### config.mk
export PLATFORM = sky130hd
export DESIGN_NAME = usb_reset_sequencer
export DESIGN_NICKNAME = d
export VERILOG_FILES = /design/src/rtl/usbrst_pkg.sv /design/src/rtl/usbrst_line_filter.sv /design/src/rtl/usbrst_host_chirp.sv /design/src/rtl/usbrst_phy_map.sv /design/src/rtl/usb_reset_sequencer.sv
export SDC_FILE = /design/constraint.sdc
export NUM_CORES = 1
export LEC_CHECK = 0
export BUFFER_PORTS_ARGS = -buffer_cell sky130_fd_sc_hd__buf_2
export CAP_MARGIN = 0
export CORE_UTILIZATION = 60
export DETAILED_ROUTE_END_ITERATION = 10
export PLACE_DENSITY = 0.89
export SLEW_MARGIN = 0
export SYNTH_ARGS = -nofsm -noshare
export SYNTH_HDL_FRONTEND = slang
export SYNTH_SLANG_ARGS = --single-unit
### constraint.sdc
create_clock -name clk -period 3.1 [get_ports clk]
set_clock_uncertainty 0.2 [all_clocks]
set_input_delay 0.155 -clock clk [delete_from_list [all_inputs] [get_ports clk]]
set_output_delay 0.155 -clock clk [all_outputs]
set_load 0.005 [all_outputs]
### src/rtl/usbrst_pkg.sv
package usbrst_pkg;

  // Line state encoding as delivered by the transceiver
  typedef enum logic [1:0] {
    LS_SE0 = 2'b00,
    LS_J   = 2'b01,
    LS_K   = 2'b10,
    LS_SE1 = 2'b11
  } line_t;

  typedef enum logic [2:0] {
    ST_IDLE,
    ST_SE0_TIME,
    ST_CHIRP,
    ST_HOST_WAIT,
    ST_FS_DONE,
    ST_HS_DONE
  } seq_t;

  localparam logic [1:0] OPM_NORMAL = 2'b00;
  localparam logic [1:0] OPM_CHIRP  = 2'b10;

  typedef struct packed {
    logic       in_reset;
    logic       xcvr;
    logic       term;
    logic [1:0] opmode;
    logic       chirp;
  } phy_ctl_t;

endpackage

### src/rtl/usbrst_line_filter.sv
module usbrst_line_filter
  import usbrst_pkg::*;
#(
  parameter int DEB_CYC = 4
) (
  input  logic        clk,
  input  logic        rst,
  input  logic [1:0]  raw,
  output line_t       filt
);

  generate
    if (DEB_CYC == 0) begin : g_bypass
      line_t filt_q;
      always_ff @(posedge clk) begin
        if (rst) filt_q <= LS_J;
        else     filt_q <= line_t'(raw);
      end
      assign filt = filt_q;
    end else begin : g_debounce
      localparam int SW = (DEB_CYC < 2) ? 1 : $clog2(DEB_CYC);
      logic [1:0]    sync_q;
      line_t         cand_q;
      line_t         filt_q;
      logic [SW-1:0] stab_q;

      always_ff @(posedge clk) begin
        if (rst) begin
          sync_q <= LS_J;
          cand_q <= LS_J;
          filt_q <= LS_J;
          stab_q <= '0;
        end else begin
          sync_q <= raw;
          if (line_t'(sync_q) != cand_q) begin
            cand_q <= line_t'(sync_q);
            stab_q <= '0;
          end else if (stab_q == SW'(DEB_CYC - 1)) begin
            filt_q <= cand_q;
          end else begin
            stab_q <= stab_q + 1'b1;
          end
        end
      end
      assign filt = filt_q;
    end
  endgenerate

endmodule

### src/rtl/usbrst_host_chirp.sv
module usbrst_host_chirp
  import usbrst_pkg::*;
#(
  parameter int SEG_MIN_CYC = 150,
  parameter int SEG_COUNT   = 3
) (
  input  logic  clk,
  input  logic  rst,
  input  logic  en,
  input  line_t ls,
  output logic  found
);

  localparam int RW = $clog2(SEG_MIN_CYC + 1);
  localparam int CW = $clog2(SEG_COUNT + 1);

  line_t         prev_q;
  line_t         last_q;
  logic [RW-1:0] run_q;
  logic [CW-1:0] cnt_q;
  logic          qualify;

  // A run qualifies on the cycle its length reaches the minimum
  assign qualify = (ls == prev_q) && (run_q == RW'(SEG_MIN_CYC - 1));

  always_ff @(posedge clk) begin
    if (rst || !en) begin
      prev_q <= ls;
      last_q <= LS_SE0;
      run_q  <= '0;
      cnt_q  <= '0;
    end else begin
      prev_q <= ls;
      if (ls != prev_q) begin
        run_q <= '0;
        if (run_q < RW'(SEG_MIN_CYC)) cnt_q <= '0;
      end else if (run_q != RW'(SEG_MIN_CYC)) begin
        run_q <= run_q + 1'b1;
      end

      if (qualify) begin
        last_q <= ls;
        case (ls)
          LS_K: begin
            if (cnt_q != '0 && last_q == LS_J && cnt_q != CW'(SEG_COUNT))
              cnt_q <= cnt_q + 1'b1;
            else
              cnt_q <= CW'(1);
          end
          LS_J: begin
            if (cnt_q != '0 && last_q == LS_K && cnt_q != CW'(SEG_COUNT))
              cnt_q <= cnt_q + 1'b1;
            else
              cnt_q <= '0;
          end
          default: cnt_q <= '0;
        endcase
      end
    end
  end

  assign found = en && (cnt_q == CW'(SEG_COUNT));

endmodule

### src/rtl/usbrst_phy_map.sv
module usbrst_phy_map
  import usbrst_pkg::*;
(
  input  seq_t     st,
  output phy_ctl_t ctl
);

  always_comb begin
    ctl = '{in_reset: 1'b0, xcvr: 1'b1, term: 1'b1, opmode: OPM_NORMAL, chirp: 1'b0};
    case (st)
      ST_CHIRP: begin
        ctl.in_reset = 1'b1;
        ctl.xcvr     = 1'b0;
        ctl.opmode   = OPM_CHIRP;
        ctl.chirp    = 1'b1;
      end
      ST_HOST_WAIT: begin
        ctl.in_reset = 1'b1;
        ctl.xcvr     = 1'b0;
      end
      ST_HS_DONE: begin
        ctl.xcvr = 1'b0;
        ctl.term = 1'b0;
      end
      default: ;
    endcase
  end

endmodule

### src/rtl/usb_reset_sequencer.sv
module usb_reset_sequencer
  import usbrst_pkg::*;
#(
  parameter int CLK_HZ      = 60_000_000,
  parameter int DEB_CYC     = 4,
  parameter int RECOG_CYC   = (CLK_HZ / 1000) * 68 / 1000,
  parameter int CHIRP_CYC   = (CLK_HZ / 1000) * 3 / 2,
  parameter int WAIT_CYC    = (CLK_HZ / 1000) * 2,
  parameter int SEG_MIN_CYC = (CLK_HZ / 1000) * 5 / 2000,
  parameter int SEG_COUNT   = 3
) (
  input  logic       clk,
  input  logic       rst,
  input  logic [1:0] line_state,
  output logic       usb_reset,
  output logic       xcvr_select,
  output logic       term_select,
  output logic [1:0] opmode,
  output logic       chirp_drive,
  output logic       hs_mode
);

  localparam int MAXC = (RECOG_CYC > CHIRP_CYC)
                      ? ((RECOG_CYC > WAIT_CYC) ? RECOG_CYC : WAIT_CYC)
                      : ((CHIRP_CYC > WAIT_CYC) ? CHIRP_CYC : WAIT_CYC);
  localparam int TW   = $clog2(MAXC + 1);

  line_t         ls_f;
  seq_t          st_q;
  logic [TW-1:0] tmr_q;
  logic          hs_q;
  logic          host_found;
  phy_ctl_t      ctl;

  usbrst_line_filter #(.DEB_CYC(DEB_CYC)) u_filter (
    .clk  (clk),
    .rst  (rst),
    .raw  (line_state),
    .filt (ls_f)
  );

  usbrst_host_chirp #(.SEG_MIN_CYC(SEG_MIN_CYC), .SEG_COUNT(SEG_COUNT)) u_hchirp (
    .clk   (clk),
    .rst   (rst),
    .en    (st_q == ST_HOST_WAIT),
    .ls    (ls_f),
    .found (host_found)
  );

  // One phase timer shared by all timed states, cleared on each change
  always_ff @(posedge clk) begin
    if (rst) begin
      st_q  <= ST_IDLE;
      tmr_q <= '0;
      hs_q  <= 1'b0;
    end else begin
      case (st_q)
        ST_IDLE: begin
          tmr_q <= '0;
          if (ls_f == LS_SE0) st_q <= ST_SE0_TIME;
        end
        ST_SE0_TIME: begin
          if (ls_f != LS_SE0) begin
            st_q  <= ST_IDLE;
            tmr_q <= '0;
          end else if (tmr_q == TW'(RECOG_CYC - 1)) begin
            st_q  <= ST_CHIRP;
            tmr_q <= '0;
            hs_q  <= 1'b0;
          end else begin
            tmr_q <= tmr_q + 1'b1;
          end
        end
        ST_CHIRP: begin
          if (tmr_q == TW'(CHIRP_CYC - 1)) begin
            st_q  <= ST_HOST_WAIT;
            tmr_q <= '0;
          end else begin
            tmr_q <= tmr_q + 1'b1;
          end
        end
        ST_HOST_WAIT: begin
          if (host_found) begin
            st_q  <= ST_HS_DONE;
            tmr_q <= '0;
            hs_q  <= 1'b1;
          end else if (tmr_q == TW'(WAIT_CYC - 1)) begin
            st_q  <= ST_FS_DONE;
            tmr_q <= '0;
          end else begin
            tmr_q <= tmr_q + 1'b1;
          end
        end
        ST_FS_DONE, ST_HS_DONE: begin
          tmr_q <= '0;
          if (ls_f == LS_J) st_q <= ST_IDLE;
        end
        default: begin
          st_q  <= ST_IDLE;
          tmr_q <= '0;
        end
      endcase
    end
  end

  usbrst_phy_map u_map (
    .st  (st_q),
    .ctl (ctl)
  );

  assign usb_reset   = ctl.in_reset;
  assign xcvr_select = ctl.xcvr;
  assign term_select = ctl.term;
  assign opmode      = ctl.opmode;
  assign chirp_drive = ctl.chirp;
  assign hs_mode     = hs_q;

endmodule

=== Word-level counts from Yosys, hierarchy flattened ===
Index checks and enable logic that the tools add are counted.

* Add/sub/neg operators: 4
* Magnitude comparators: 1
* Equal/unequal tests: 28
* Multiplexer cells: 28
* Bitwise logic cells: 1
* Reductions and logical operators: 24

{| class="wikitable"
|+ Operators by type and width
! cell !! count
|-
| 17-bit 2-to-1 mux || 5
|-
| 17-bit one-hot mux with 3 select lines || 1
|-
| 17-bit equality test, second input constant || 2
|-
| 3-bit 2-to-1 mux || 8
|-
| 17-bit by 1-bit adder with 17-bit output, second input constant || 1
|-
| 17-bit by 12-bit equality test with 1-bit output, second input constant || 1
|-
| 3-bit one-hot mux with 5 select lines || 1
|-
| 2-bit != test, second input constant || 7
|-
| 2-bit 2-to-1 mux || 5
|-
| 2-bit nonzero test || 5
|-
| 8-bit by 1-bit adder with 8-bit output, second input constant || 1
|-
| 2-bit equality test, second input constant || 4
|-
| 8-bit equality test, second input constant || 1
|-
| 8-bit less-than comparator, second input constant || 1
|-
| 8-bit != test, second input constant || 1
|-
| 2-bit OR reduction || 4
|-
| 3-bit by 2-bit equality test with 1-bit output, second input constant || 2
|-
| 3-bit equality test, second input constant || 2
|-
| 1-bit logical AND || 6
|-
| 1-bit 2-to-1 mux || 6
|-
| 3-bit != test, second input constant || 2
|-
| 5-bit AND reduction || 1
|-
| 2-bit by 1-bit adder with 2-bit output, second input constant || 2
|-
| 2-bit by 1-bit equality test with 1-bit output, second input constant || 2
|-
| other kinds (13) || 15
|}

* Register bits after elaboration: 43
* Output and inout bits: 7
* Logic and storage cells: 97

=== Logic depth before layout (Yosys ltp) ===
* Word-level depth: 6
* Mapped depth: 8
* Gate-level depth less buffers: 7

=== By module ===
A second synthesis with hierarchy kept.

* Cell total of the unflattened synthesis: 242
* Area, all modules: 2,268.4 µm²

{| class="wikitable"
|+ By module, submodules not included
! module !! times used !! cells each !! area an instance (µm²) !! sequential area each (µm²)
|-
| usb_reset_sequencer || 1 || 121 || 1,106.1 || 420.4
|-
| usbrst_host_chirp || 1 || 84 || 794.5 || 280.3
|-
| usbrst_line_filter || 1 || 29 || 314.1 || 160.2
|-
| usbrst_phy_map || 1 || 8 || 53.8 || 0.0
|}

=== Worst setup path after synthesis ===
Ideal clock, no wire load.

* Kind: reg2reg
* From: register tmr_q[0]
* To: register tmr_q[12]
* Library setup time: 114 ps
* Arrival: 1,671 ps
* Path slack: 1,115 ps
* Cell stages (with the launch flop): 9
* Path buffers: 2
* Clock period less this slack: 1,985 ps
* Cell sequence: dfxtp_1 > ha_1 > nand3_1 > or3_1 > o41ai_2 > a31o_1 > buf_6 > buf_12 > nor2_1

* Longest elaborated chain between the ends: 4
* Elaborated cells on any way between the ends: 10

{| class="wikitable"
|+ RTL lines
! element !! line !! text
|-
| start: declaration || usb_reset_sequencer.sv:30 || <nowiki>logic [TW-1:0] tmr_q;</nowiki>
|-
| start signal: assignment || usb_reset_sequencer.sv:71 || <nowiki>tmr_q <= tmr_q + 1'b1;</nowiki>
|-
| start signal: assignment || usb_reset_sequencer.sv:79 || <nowiki>tmr_q <= tmr_q + 1'b1;</nowiki>
|-
| start signal: assignment || usb_reset_sequencer.sv:91 || <nowiki>tmr_q <= tmr_q + 1'b1;</nowiki>
|-
| 17-bit by 1-bit adder with 17-bit output, or another cell as far along || usb_reset_sequencer.sv:71, usb_reset_sequencer.sv:79, usb_reset_sequencer.sv:91 ||
|-
| 17-bit 2-to-1 mux, on equally long branches || usb_reset_sequencer.sv:87, usb_reset_sequencer.sv:66 ||
|-
| 17-bit 2-to-1 mux, on equally long branches || usb_reset_sequencer.sv:83, usb_reset_sequencer.sv:63 ||
|-
| 17-bit one-hot mux with 3 select lines * || usb_reset_sequencer.sv:57 || <nowiki>case (st_q)</nowiki>
|}

Mark *: on every way between the ends. The rest lies on a longest branch, timed or not.
A chain may end at the register's enable or synchronous reset.

=== Final worst setup path ===
* From: register tmr_q[0]
* To: register tmr_q[3]

Same word-level chain as after synthesis.

==> results.md <==
- Cells after DPL: ~280
- Ys flop type: dfxtp_1
- Design Power: 0.000973 W
- Filler instances: 257
- Share of the synthesized area in the top cell type: 41.0%
- Top post-synthesis cells by area: dfxtp_1 41%, xor2_1 7.1%, nor2_1 6.8%
- Synth cell types: between 40 and 50
- Post-synth EDFFs: 0
- Ant. Diodes: 0
- Worst Setup SP: tmr_q[0]$_SDFF_PP0_
- Clock sinks: 43
- GRT overflow: 0
- Initial Util: between 60% and 70%
- FF/Latch Area: 861 um^2
- Synth cell count leaders: 43 x dfxtp_1, 38 x nor2_1, 17 x xor2_1
- Leading area contributor after synthesis: dfxtp_1
- Seq cells post-synth: 43
- CP Launch Type: register
- WS Path Type: reg2reg
- Final ANT Viol Nets: 0
- Largest net degree at the start of global routing: 18
- Post-route insts no fill: about 300
- Die height: 61.2 um
- Power Density: between 400 and 500 nW/um^2
- Area grow syn2layout: 8.16%
- Synth Area in Adders: ~6%
- CTS H-tree depth: 2
- Routed Wire Length: 3750 um
- Mapped Area: 2100 um^2
- Endpoints failing setup: 0
- Yosys warns: 0
- Minimum clock period: approximately 2.3 ns
- Post-Syn Instances: 236
- Final core utilization: 68.1%
- Worst skew pair latency: 0.35 ns
- Asr flop ratio synth: 0%
- GPL Wtd Cong: 0.797
- Worst slew margin: ~63%
- Total GRT Usage: 21.9%
- Leak pwr: 0.859 nW
- Largest family of logic cells by synthesized area: simple AND/OR/NAND/NOR gates
- R2R cell count: 6
- Via count: 1646
- Clock tree buffer depth: 2
- Status: complete, no violations
- Clk slew on worst S/H paths: 0.10 ns
- CTS tree: built
- RSZ-0062 raised after global routing: false
- Seq/Total Area, Yosys: just over 40%
- Hold WC Path Type: reg2reg
- Width of the die: 61.2 um
- GR Util met1: 24.9%
- DP Wirelength: approximately 2700 um
- Met3 Use GR: 7.77%
- Max VDD drop: 0.000258 V
- Reg-to-Reg Start: tmr_q[0]$_SDFF_PP0_
- Complex-gate fraction of the synthesized area: 8.64%
- Final worst-path cycle share: 75.0%
- DRT iter0 DRCs: 151
- Synth Area in XOR/XNOR: 11.3%
- I/O Pins: 11
- Max-slew violations: 0
- Worst Path Required: 3.11 ns
- Initial antenna violation count: 0
- F_max: 0.430 GHz
- Drt pass-1 iters: 4
- Rows: 21
- Kind of end point of the critical path: register
- Core area: ~3300 um^2
- Die area: 3740 um^2
- Top-count cell post-synth: dfxtp_1
- First-pass GRT wire length: 5990 um
- Least-Margin Pin Slew: 0.559 ns
- Clk root buf: clkbuf_4
- Final Hold Fails: 0
- Crit path DAT: 2.33 ns
- IO Port Bufs: 9
- Vias in the first global route: 1453
- Avg Cell Area, Syn: 8.90 um^2
- Crit path to: tmr_q[3]$_SDFF_PP0_
- Crit-path max FO: 17
- Layer with the highest usage: met2
- Worst R2R End: tmr_q[3]$_SDFF_PP0_
- Share of cells above drive strength 1: 11.6%
- DRC viols: 0
- Synth Area in Simple Gates: 25.4%
- Multi-input logic area: 1130 um^2
- Post-Syn Nets: 250
- Via density: 5.58
- Post-DR wirelength/cell: 12.7 um
- Maximum capacitance violations: 0
- Setup TNS: 0 ns
- Mux cell area share after synthesis: 2.38%
- CTS buffer count: 5
- Final #Nets: 262
- Met2 Resource Use GR: about 37%
- FF-to-FF setup slack: 0.78 ns
repair_timing:
| action | CTS | global route |
|---|---|---|
| hold endpoints to repair | 8 | 0 |
| gates resized for setup | 0 | 0 |
| buffers inserted | 0 | 0 |
| hold buffers | 5 | 0 |
cell usage in the layout, fill, tap and decap left out, types with 2 or more instances in the layout:
| cell | instances |
|---|---|
| nand3_1 | 14 |
| o21ai_0 | 7 |
| dlygate4sd3_1 | 5 |
| nand2_1 | 12 |
| xnor2_1 | 10 |
| nor3_1 | 4 |
| clkbuf_4 | 5 |
| a21oi_1 | 6 |
| nor2b_1 | 3 |
| nand4_1 | 5 |
| and3_1 | 6 |
| and2b_2 | 2 |
| ha_1 | 10 |
| or3_1 | 2 |
| nand2b_1 | 4 |
| xor2_1 | 17 |
| a32oi_1 | 2 |
| nor2_1 | 38 |
| mux2i_1 | 5 |
| dfxtp_1 | 43 |
| nand3b_1 | 2 |
| buf_2 | 9 |
| inv_1 | 11 |
| or2_2 | 4 |
| a31o_2 | 2 |
worst max-delay path, cell delays in order (launching register included):
cell and delay (ns):
dfxtp_1 0.36, ha_1 0.22, nand3_1 0.14, or3_1 0.36, o41ai_2 0.25, a31o_1 0.55, nor2_1 0.11
where the power goes:
group	internal [W]	leakage, nW	switching [W]
Combinational	0.0000226	0.463	0.0000187
Clock	0.000191	0.0482	0.000171
Sequential	0.000560	0.348	0.00000977
flip-flops by register name (all words and copies together), names as in the netlist:
register	count
hs_mode	1
st_q	3
tmr_q	17
u_filter.filt	2
u_filter.g_debounce.cand_q	2
u_filter.g_debounce.stab_q	2
u_filter.g_debounce.sync_q	2
u_hchirp.cnt_q	2
u_hchirp.last_q	2
u_hchirp.prev_q	2
u_hchirp.run_q	8
cell families (layout without fill, tap and decap cells):
group	Yosys count	after routing
AO/OA/AOI/OAI	26	26
XOR/XNOR	27	27
adder cells (fa/ha/maj)	10	10
buffers and inverters	20	33
flip-flops	43	43
multiplexers	5	5
other	1	1
AND/OR/NAND/NOR	104	104
how the worst min path moves through the flow:
stage                     cells after the start                          start  slack, ns                                       end
after floorplan                               1                  line_state[0]       0.06  u_filter.g_debounce.sync_q[0]$_SDFF_PP1_
after global routing                          0  u_filter.filt[0]$_SDFFE_PP1P_       0.28                u_hchirp.prev_q[0]$_DFF_P_
after CTS                                     1            tmr_q[0]$_SDFF_PP0_       0.25                       tmr_q[0]$_SDFF_PP0_
after detailed placement                      2                  line_state[0]       0.15  u_filter.g_debounce.sync_q[0]$_SDFF_PP1_
after global placement                        2                  line_state[0]       0.14  u_filter.g_debounce.sync_q[0]$_SDFF_PP1_
final                                         1            tmr_q[0]$_SDFF_PP0_       0.25                       tmr_q[0]$_SDFF_PP0_
final cells by class:
class / instances / area share (%)
Timing Repair Buffer: 14 / 4.19
Sequential cell: 43 / 37.9
Clock inverter: 2 / 1.54
Tap cell: 46 / 2.53
Clock buffer: 6 / 2.26
Inverter: 11 / 1.82
Multi-Input combinational cell: 173 / 49.8
metrics by stage:
step	worst slack, ns	hold WS (ns)	cell area [um^2]
after floorplan	1.11	0.0588	2100
after global placement	0.863	0.137	2140
after detailed placement	0.786	0.152	2140
after CTS	0.773	0.249	2270
after global routing	0.554	0.280	2270
final	0.777	0.246	2270
layer usage:
| layer | vias up | wire length (um) |
|---|---|---|
| met5 | - | 0 |
| met2 | 44 | 1810 |
| met1 | 767 | 1680 |
| li1 | 826 | - |
| met3 | 9 | 173 |
| met4 | 0 | 80 |
No activity file was read; power rests on OpenSTA's default activity.
